--- src/rtl/hsb_pkg.sv ---
package hsb_pkg;
    localparam int DW      = 8;
    localparam int B_OBF   = 0;
    localparam int B_IBF   = 1;
    localparam int B_F0    = 2;
    localparam int B_F1    = 3;
    localparam int B_USR   = 4;
    localparam int USR_W   = DW - B_USR;
    localparam int NPIN    = 2;

    localparam logic [DW-1:0] OP_STS_LOAD = 8'h90;
    localparam logic [DW-1:0] OP_FLAG_ON  = 8'hF5;

    typedef enum logic [1:0] {
        HS_IDLE,
        HS_WRITE,
        HS_RD_DATA,
        HS_RD_STAT
    } hs_state_t;
endpackage

--- src/rtl/hsb_sync.sv ---
module hsb_sync #(
    parameter int              WIDTH   = 12,
    parameter int              STAGES  = 2,
    parameter logic [WIDTH-1:0] RST_VAL = '0
) (
    input  logic             clk,
    input  logic             rst_n,
    input  logic [WIDTH-1:0] d,
    output logic [WIDTH-1:0] q
);
    logic [WIDTH-1:0] stg [STAGES];

    always_ff @(posedge clk) begin
        if (!rst_n) begin
            for (int i = 0; i < STAGES; i++) stg[i] <= RST_VAL;
        end else begin
            stg[0] <= d;
            for (int i = 1; i < STAGES; i++) stg[i] <= stg[i-1];
        end
    end

    assign q = stg[STAGES-1];
endmodule

--- src/rtl/hsb_host_fsm.sv ---
module hsb_host_fsm
    import hsb_pkg::*;
(
    input  logic          clk,
    input  logic          rst_n,
    input  logic          cs_n_s,
    input  logic          a0_s,
    input  logic          rd_n_s,
    input  logic          wr_n_s,
    input  logic [DW-1:0] din_s,
    output logic          wr_done,
    output logic          rdd_done,
    output logic          sts_lock,
    output logic [DW-1:0] cap_din,
    output logic          cap_a0
);
    hs_state_t state_q, state_n;

    always_ff @(posedge clk) begin
        if (!rst_n) state_q <= HS_IDLE;
        else        state_q <= state_n;
    end

    always_comb begin
        state_n = state_q;
        unique case (state_q)
            HS_IDLE: begin
                if (!cs_n_s && !wr_n_s)      state_n = HS_WRITE;
                else if (!cs_n_s && !rd_n_s) state_n = a0_s ? HS_RD_STAT : HS_RD_DATA;
            end
            HS_WRITE:   if (wr_n_s) state_n = HS_IDLE;
            HS_RD_DATA: if (rd_n_s) state_n = HS_IDLE;
            HS_RD_STAT: if (rd_n_s) state_n = HS_IDLE;
            default:    state_n = HS_IDLE;
        endcase
    end

    always_comb begin
        wr_done  = (state_q == HS_WRITE)   && wr_n_s;
        rdd_done = (state_q == HS_RD_DATA) && rd_n_s;
        sts_lock = (state_q == HS_RD_STAT);
    end

    always_ff @(posedge clk) begin
        if (!rst_n) begin
            cap_din <= '0;
            cap_a0  <= 1'b0;
        end else if (state_n == HS_WRITE && !wr_n_s) begin
            cap_din <= din_s;
            cap_a0  <= a0_s;
        end
    end
endmodule

--- src/rtl/hsb_flag_regs.sv ---
module hsb_flag_regs
    import hsb_pkg::*;
(
    input  logic          clk,
    input  logic          rst_n,
    input  logic          wr_done,
    input  logic          rdd_done,
    input  logic          sts_lock,
    input  logic [DW-1:0] cap_din,
    input  logic          cap_a0,
    input  logic          c_op_vld,
    input  logic [DW-1:0] c_op,
    input  logic [DW-1:0] c_acc,
    input  logic          c_obuf_wr,
    input  logic          c_ibuf_rd,
    input  logic          c_f0_wr,
    input  logic          c_f0_val,
    output logic [DW-1:0] ibuf_q,
    output logic [DW-1:0] obuf_q,
    output logic [DW-1:0] sts_live,
    output logic [DW-1:0] sts_vis,
    output logic          flag_mode
);
    logic             ibf_q, obf_q, f0_q, f1_q;
    logic [USR_W-1:0] usr_q;
    logic             op_sts, op_flag;

    assign op_sts  = c_op_vld && (c_op == OP_STS_LOAD);
    assign op_flag = c_op_vld && (c_op == OP_FLAG_ON);

    always_ff @(posedge clk) begin
        if (!rst_n) begin
            ibuf_q    <= '0;
            obuf_q    <= '0;
            ibf_q     <= 1'b0;
            obf_q     <= 1'b0;
            f0_q      <= 1'b0;
            f1_q      <= 1'b0;
            usr_q     <= '0;
            flag_mode <= 1'b0;
        end else begin
            if (wr_done) begin
                ibuf_q <= cap_din;
                f1_q   <= cap_a0;
                ibf_q  <= 1'b1;
            end else if (c_ibuf_rd) begin
                ibf_q  <= 1'b0;
            end
            if (c_obuf_wr) begin
                obuf_q <= c_acc;
                obf_q  <= 1'b1;
            end else if (rdd_done) begin
                obf_q  <= 1'b0;
            end
            if (c_f0_wr) f0_q <= c_f0_val;
            if (op_sts)  usr_q <= c_acc[DW-1:B_USR];
            if (op_flag) flag_mode <= 1'b1;
        end
    end

    always_comb begin
        sts_live               = '0;
        sts_live[DW-1:B_USR]   = usr_q;
        sts_live[B_F1]         = f1_q;
        sts_live[B_F0]         = f0_q;
        sts_live[B_IBF]        = ibf_q;
        sts_live[B_OBF]        = obf_q;
    end

    always_ff @(posedge clk) begin
        if (!rst_n)         sts_vis <= '0;
        else if (!sts_lock) sts_vis <= sts_live;
    end
endmodule

--- src/rtl/hsb_pin_mux.sv ---
module hsb_pin_mux
    import hsb_pkg::*;
(
    input  logic            clk,
    input  logic            rst_n,
    input  logic            c_plat_we,
    input  logic [NPIN-1:0] c_plat_d,
    input  logic            flag_mode,
    input  logic [DW-1:0]   sts_vis,
    output logic [NPIN-1:0] plat_q,
    output logic [NPIN-1:0] pins
);
    logic [NPIN-1:0] flag_src;

    always_ff @(posedge clk) begin
        if (!rst_n)         plat_q <= '1;
        else if (c_plat_we) plat_q <= c_plat_d;
    end

    assign flag_src[0] = sts_vis[B_OBF];
    assign flag_src[1] = ~sts_vis[B_IBF];

    for (genvar p = 0; p < NPIN; p++) begin : g_pin
        assign pins[p] = flag_mode ? (plat_q[p] & flag_src[p]) : plat_q[p];
    end
endmodule

--- src/rtl/hsb_mailbox.sv ---
module hsb_mailbox
    import hsb_pkg::*;
#(
    parameter int SYNC_STAGES = 2
) (
    input  logic          clk,
    input  logic          rst_n,
    input  logic          h_cs_n,
    input  logic          h_a0,
    input  logic          h_rd_n,
    input  logic          h_wr_n,
    input  logic [7:0]    h_din,
    output logic [7:0]    h_dout,
    output logic          h_dout_en,
    input  logic          c_op_vld,
    input  logic [7:0]    c_op,
    input  logic [7:0]    c_acc,
    input  logic          c_obuf_wr,
    input  logic          c_ibuf_rd,
    output logic [7:0]    c_ibuf_q,
    input  logic          c_f0_wr,
    input  logic          c_f0_val,
    input  logic          c_plat_we,
    input  logic [1:0]    c_plat_d,
    output logic [7:0]    c_sts,
    output logic          pin_obf,
    output logic          pin_ibf_n
);
    localparam int SW = DW + 4;
    localparam logic [SW-1:0] SYNC_RST = {1'b1, 1'b0, 1'b1, 1'b1, {DW{1'b0}}};

    logic [SW-1:0]   sync_d, sync_q;
    logic            cs_n_s, a0_s, rd_n_s, wr_n_s;
    logic [DW-1:0]   din_s;
    logic            wr_done, rdd_done, sts_lock, cap_a0, flag_mode;
    logic [DW-1:0]   cap_din, ibuf_q, obuf_q, sts_live, sts_vis;
    logic [NPIN-1:0] plat_q, pins;

    assign sync_d = {h_cs_n, h_a0, h_rd_n, h_wr_n, h_din};
    assign {cs_n_s, a0_s, rd_n_s, wr_n_s, din_s} = sync_q;

    hsb_sync #(.WIDTH(SW), .STAGES(SYNC_STAGES), .RST_VAL(SYNC_RST)) u_sync (
        .clk(clk), .rst_n(rst_n), .d(sync_d), .q(sync_q)
    );

    hsb_host_fsm u_fsm (
        .clk(clk), .rst_n(rst_n),
        .cs_n_s(cs_n_s), .a0_s(a0_s), .rd_n_s(rd_n_s), .wr_n_s(wr_n_s), .din_s(din_s),
        .wr_done(wr_done), .rdd_done(rdd_done), .sts_lock(sts_lock),
        .cap_din(cap_din), .cap_a0(cap_a0)
    );

    hsb_flag_regs u_regs (
        .clk(clk), .rst_n(rst_n),
        .wr_done(wr_done), .rdd_done(rdd_done), .sts_lock(sts_lock),
        .cap_din(cap_din), .cap_a0(cap_a0),
        .c_op_vld(c_op_vld), .c_op(c_op), .c_acc(c_acc),
        .c_obuf_wr(c_obuf_wr), .c_ibuf_rd(c_ibuf_rd),
        .c_f0_wr(c_f0_wr), .c_f0_val(c_f0_val),
        .ibuf_q(ibuf_q), .obuf_q(obuf_q),
        .sts_live(sts_live), .sts_vis(sts_vis), .flag_mode(flag_mode)
    );

    hsb_pin_mux u_pins (
        .clk(clk), .rst_n(rst_n),
        .c_plat_we(c_plat_we), .c_plat_d(c_plat_d),
        .flag_mode(flag_mode), .sts_vis(sts_vis),
        .plat_q(plat_q), .pins(pins)
    );

    assign h_dout_en = ~h_cs_n & ~h_rd_n;
    assign h_dout    = h_dout_en ? (h_a0 ? sts_vis : obuf_q) : '0;
    assign c_ibuf_q  = ibuf_q;
    assign c_sts     = sts_live;
    assign pin_obf   = pins[0];
    assign pin_ibf_n = pins[1];
endmodule

--- config.mk ---
export PLATFORM = sky130hd
export DESIGN_NAME = hsb_mailbox
export DESIGN_NICKNAME = d
export VERILOG_FILES = /design/src/rtl/hsb_pkg.sv /design/src/rtl/hsb_sync.sv /design/src/rtl/hsb_host_fsm.sv /design/src/rtl/hsb_flag_regs.sv /design/src/rtl/hsb_pin_mux.sv /design/src/rtl/hsb_mailbox.sv
export SDC_FILE = /design/constraint.sdc
export NUM_CORES = 1
export LEC_CHECK = 0
export ABC_AREA = 1
export BUFFER_PORTS_ARGS = -buffer_cell sky130_fd_sc_hd__buf_2
export CORE_ASPECT_RATIO = 0.6
export CORE_MARGIN = 2
export CORE_UTILIZATION = 40
export DETAILED_ROUTE_END_ITERATION = 7
export MAX_ROUTING_LAYER = met4
export PLACE_DENSITY = 0.71
export REMOVE_ABC_BUFFERS = 1
export SYNTH_ARGS = -nofsm -noshare
export SYNTH_HDL_FRONTEND = slang
export SYNTH_SLANG_ARGS = --single-unit
export TNS_END_PERCENT = 10
--- constraint.sdc ---
create_clock -name clk -period 3.2 [get_ports clk]
set_input_delay 0.32 -clock clk [delete_from_list [all_inputs] [get_ports clk]]
set_output_delay 0.32 -clock clk [all_outputs]
set_load 0.03 [all_outputs]
[After elaboration in Yosys (flattened, before gate mapping)]
Memory sizes are Yosys's and may differ from the RTL's.
Cells that the tools add are included.
Word-level totals
  output and inout port bits: 27
  input bits: 38
  word-level logic and storage cells: 60
  bits in writable memories: 24
  memories kept: 1
  bits in registers: 46
Memory list
  u_sync.stg: words 2, width 12, rd ports 2, clocked after Yosys merged registers in 0, write ports 2, line hsb_sync.sv:11  | logic [WIDTH-1:0] stg [STAGES];
Operators by class
  reduce and logical (&&, ||, !) cells: 14
  eq/ne operators: 6
  mux-type cells: 18
  bitwise logic cells: 8
Operator list (count)
  2-to-1 mux 12 bit: 2
  == test 8 bit (second input constant): 2
  2-to-1 mux 8 bit: 2
  2-to-1 mux 1 bit: 9
  2-to-1 mux 2 bit: 4
  logical AND 1 bit: 7
  case mux 2 bit (3 select lines): 1
  == test 2 x 1 -> 1 bit (second input constant): 2
  == test 2 bit (second input constant): 2
  nonzero test 2 bit: 2
  AND 1 bit: 3
  zero test 1 bit: 3
  inverter 1 bit: 3
  zero test 2 bit: 1
  OR 1 bit: 2
  OR reduction 2 bit: 1

[Longest topological paths before layout]
An unclocked memory read counts as a cell.
  depth in word-level cells: 8
  depth in mapped cells: 6
  depth with buffers taken out: 6

[Hierarchy]
Synthesis repeated with hierarchy kept, for this count alone.
Second synthesis, totals
  cell total of the unflattened synthesis: 390
  area total of the unflattened synthesis: 2942.8 um^2
By module, submodules not included
  hsb_flag_regs: seq. area each 660.6 um^2, instances 1, area each 1266.2 um^2, cells an instance 168
  hsb_sync: seq. area each 480.5 um^2, instances 1, area each 773.2 um^2, cells an instance 86
  hsb_host_fsm: seq. area each 220.2 um^2, instances 1, area each 618.1 um^2, cells an instance 81
  hsb_mailbox: seq. area each 0.0 um^2, instances 1, area each 197.7 um^2, cells an instance 43
  hsb_pin_mux: seq. area each 40.0 um^2, instances 1, area each 87.6 um^2, cells an instance 12

[Least setup slack after synthesis]
OpenSTA, ideal clock, no wires.
  path kind: input to output
  from: input port h_cs_n
  to: output port h_dout[1]
  slack: 1343 ps
  arrival: 1537 ps
  stages: 3
  required time: 2880 ps
  path through: nor2_1 > inv_1 > a21oi_1
Between the ends
  longest elaborated chain between the ends: 3
RTL lines
  from (decl): line hsb_mailbox.sv:8  | input logic h_cs_n,
  inverter 1 bit: line hsb_mailbox.sv:71  | assign h_dout_en = ~h_cs_n & ~h_rd_n;
  AND 1 bit: line hsb_mailbox.sv:71
  2-to-1 mux 8 bit: line hsb_mailbox.sv:72  | assign h_dout = h_dout_en ? (h_a0 ? sts_vis : obuf_q) : '0;
  to (decl): line hsb_mailbox.sv:13  | output logic [7:0] h_dout,
No other way between the ends.

[Worst setup path in the final report]
  from: input port h_cs_n
  to: output port h_dout[7]
Same word-level chain as after synthesis.

==> metrics.md <==
| Metric | Value |
|---|---|
| Global-route wire length before repair | `9100 um` |
| Initial core utilization | `0.418` |
| Average vias per placed instance | `4.52` |
| Power per Cell Area | `528 mW/mm^2` |
| Tcrit/Tclk final | `0.488` |
| Number of cells upsized or downsized after cts | `0` |
| Maximum resistive drop on vdd | `0.192 mV` |
| CTS H-Tree Depth | `3` |
| Largest net degree at the start of global routing | `33` |
| Type of element capturing the critical path | `primary output` |
| Startpoint of the worst hold path | `h_din[1]` |
| Clock sink count | `70` |
| Biggest area consumer among synthesized cells | `sky130_fd_sc_hd__dfxtp_1` |
| Cell count after synthesis | `336` |
| Die Height | `66.3 um` |
| Crit path setup slack, layout | `1640 ps` |
| Maximum fanout count along the critical path | `7` |
| DRT Pass-1 Iters | `4` |
| Instance area at placement | `0.00294 mm^2` |
| Final Setup Violations | `0` |
| Result of the run | `completed` |
| Hold Violations, Final | `0` |
| Antenna-violating nets left | `0` |
| Max Cap Viol | `0` |
| Actual slew at the worst max-slew pin | `540 ps` |
| Number of pins with negative max-slew slack in the final report | `0` |
| Library cells used by synthesis | `24` |
| Required time of the critical path | `2880 ps` |
| Slew headroom | `0.640` |
| Clock skew after layout | `6.20 ps` |
| Mean instance size in the synthesized netlist | `7.70 um^2` |
| Total detailed-routing wirelength | `5520 um` |
| Total negative slack for setup checks | `0 ps` |
| Routability Congestion | `0.822` |
| Combined global-route utilization of all metal layers | `0.172` |
| Area of the mapped netlist | `0.00259 mm^2` |
| Crit Path Category | `in -> out` |
| Minimum clock period | `1560 ps` |
| Warnings from Yosys | `0` |
| Die area | `0.00715 mm^2` |
| Worst setup path startpoint | `h_cs_n` |
| Number of global-route vias before repair | `2044` |
| Number of nets in the final layout | `436` |
| CTS Buf Count | `9` |
| Start of the worst register-to-register path | `u_fsm.state_q[1]$_SDFF_PN0_` |
| Number of top-level pins | `65` |
| Unrepaired setup endpoints after global routing | `no` |
| Clock Pin Slew Worst Setup and Hold Paths | `70 ps` |
| Hold buffer count at cts | `0` |
| Share of the synthesized area in the top cell type | `0.542` |
| Post-layout utilization of the core | `0.502` |
| Relative area change from synthesis to final layout | `20.2%` |
| Library cell used as clock root buffer | `sky130_fd_sc_hd__clkbuf_8` |
| Endpoint arrival time on the critical path | `1240 ps` |
| Cells taking the most area after synthesis | `sky130_fd_sc_hd__dfxtp_1, sky130_fd_sc_hd__nor2_1, sky130_fd_sc_hd__nand2_1, sky130_fd_sc_hd__o21ai_0, sky130_fd_sc_hd__inv_1` |
| Final cell area excluding filler cells | `0.00311 mm^2` |
| ANT cells | `0` |
| Commonest non-fill, non-tap cells in the layout | `sky130_fd_sc_hd__nor2_1, sky130_fd_sc_hd__dfxtp_1, sky130_fd_sc_hd__buf_2, sky130_fd_sc_hd__nand2_1, sky130_fd_sc_hd__inv_1` |
| Layout cell share with drive strength beyond 1 | `0.236` |
| Routed wire length per instance | `11.3 um` |
| Number of synthesized register bits | `70` |
| Core footprint | `0.00619 mm^2` |
| Rows | `22` |
| Initial antenna violation count | `0` |
| TritonCTS clock tree | `yes` |
| Worst hold path class | `in -> reg` |
| Global route overflow | `0` |
| Leakage power summed over all cells | `1.53 nW` |
| Worst hold slack across all endpoints | `159 ps` |
| HPWL reported at the end of detailed placement | `4110 um` |
| Die outline width | `108 um` |
| Most frequent standard cell in the layout excluding fill and tap cells | `sky130_fd_sc_hd__nor2_1` |
| Achievable Freq | `641 MHz` |
| Total vias in the final route | `2200` |
| Max Buffers Root-to-Sink | `2` |
| IO Port Bufs | `64` |
| Buffers inserted by post-CTS timing repair | `0` |
| Clock latency of the later-clocked register in the worst-skew pair | `340 ps` |
| Residual DRC | `0` |
| Fraction of the yosys area taken by sequential cells | `0.542` |
| Type of element launching the critical path | `input pin` |
| Setup slack at placement | `1650 ps` |
| Number of DRC markers in iteration 0 | `95` |
sequential cells by signal (all words and copies together) (netlist names), 2 cells and up:
signal / flops
u_fsm.cap_din: 8
u_fsm.state_q: 2
u_pins.plat_q: 2
u_regs.ibuf_q: 8
u_regs.obuf_q: 8
u_regs.sts_vis: 8
u_regs.usr_q: 4
u_sync.stg: 24
stage by stage:
stage / std cells / total power, mW
2_1_floorplan: 322 / 1.01
3_3_place_gp: 471 / 1.07
3_5_place_dp: 471 / 1.07
4_1_cts: 487 / 1.66
5_1_grt: 487 / 1.72
6_report: 487 / 1.64
synth_stat cells:
master / count
sky130_fd_sc_hd__nor3_1: 1
sky130_fd_sc_hd__nand2_1: 50
sky130_fd_sc_hd__buf_6: 1
sky130_fd_sc_hd__a21oi_1: 19
sky130_fd_sc_hd__buf_2: 2
sky130_fd_sc_hd__nand3_2: 1
sky130_fd_sc_hd__dfxtp_1: 70
sky130_fd_sc_hd__o21ai_2: 3
sky130_fd_sc_hd__buf_4: 4
sky130_fd_sc_hd__inv_1: 37
sky130_fd_sc_hd__nand3b_1: 1
sky130_fd_sc_hd__inv_2: 1
sky130_fd_sc_hd__o21ai_1: 7
sky130_fd_sc_hd__nand3_1: 5
sky130_fd_sc_hd__clkinv_1: 1
sky130_fd_sc_hd__nand4_1: 4
sky130_fd_sc_hd__o21ai_0: 29
sky130_fd_sc_hd__nand2_4: 1
sky130_fd_sc_hd__clkinv_4: 1
sky130_fd_sc_hd__clkbuf_1: 7
sky130_fd_sc_hd__o21ai_4: 1
sky130_fd_sc_hd__a21boi_0: 2
sky130_fd_sc_hd__or2_2: 7
sky130_fd_sc_hd__nor2_1: 81
critical path, stage by stage:
cell and delay, ps:
sky130_fd_sc_hd__buf_2 100, sky130_fd_sc_hd__nor2_1 220, sky130_fd_sc_hd__inv_1 200, sky130_fd_sc_hd__a21oi_1 180, sky130_fd_sc_hd__buf_2 220
worst paths after layout:
kind | to | slack, ps | depth (start not counted)
max | h_dout[7] | 1640 | 5
min | u_sync.stg[0][1]$_SDFF_PN0_ | 160 | 3
max reg2reg | u_regs.ibuf_q[2]$_SDFFE_PN0P_ | 1800 | 5
min reg2reg | u_sync.stg[0][22]$_SDFF_PN0_ | 410 | 2
layer usage:
layer,global-route usage,share of wire,up-vias
met3,0.0542,0.058,7
met2,0.259,0.43,62
met5,-,0,-
met1,0.217,0.50,958
li1,-,-,1173
met4,0.0673,0.011,0
final cells by class:
cell class / instances / area, um^2
Tap cell: 84 / 105
Multi-Input combinational cell: 212 / 952
Inverter: 40 / 155
Timing Repair Buffer: 65 / 328
Clock inverter: 6 / 38.8
Sequential cell: 70 / 1400
Clock buffer: 10 / 128
Fill cell: 613 / 3090
logic make-up after synthesis:
logic type      count (synthesis)  share of synthesized area
flops                          70                      0.542
buf+inv                        54                     0.0900
simple gates                  151                      0.239
compound gates                 61                      0.129
report_power, final:
part / total (mW) / internal, mW / switching (mW)
clock: 0.592 / 0.278 / 0.314
sequential: 0.915 / 0.902 / 0.0135
combinational: 0.134 / 0.0494 / 0.0846
total: 1.64 / 1.23 / 0.412
No activity file was read; power rests on OpenSTA's default activity.
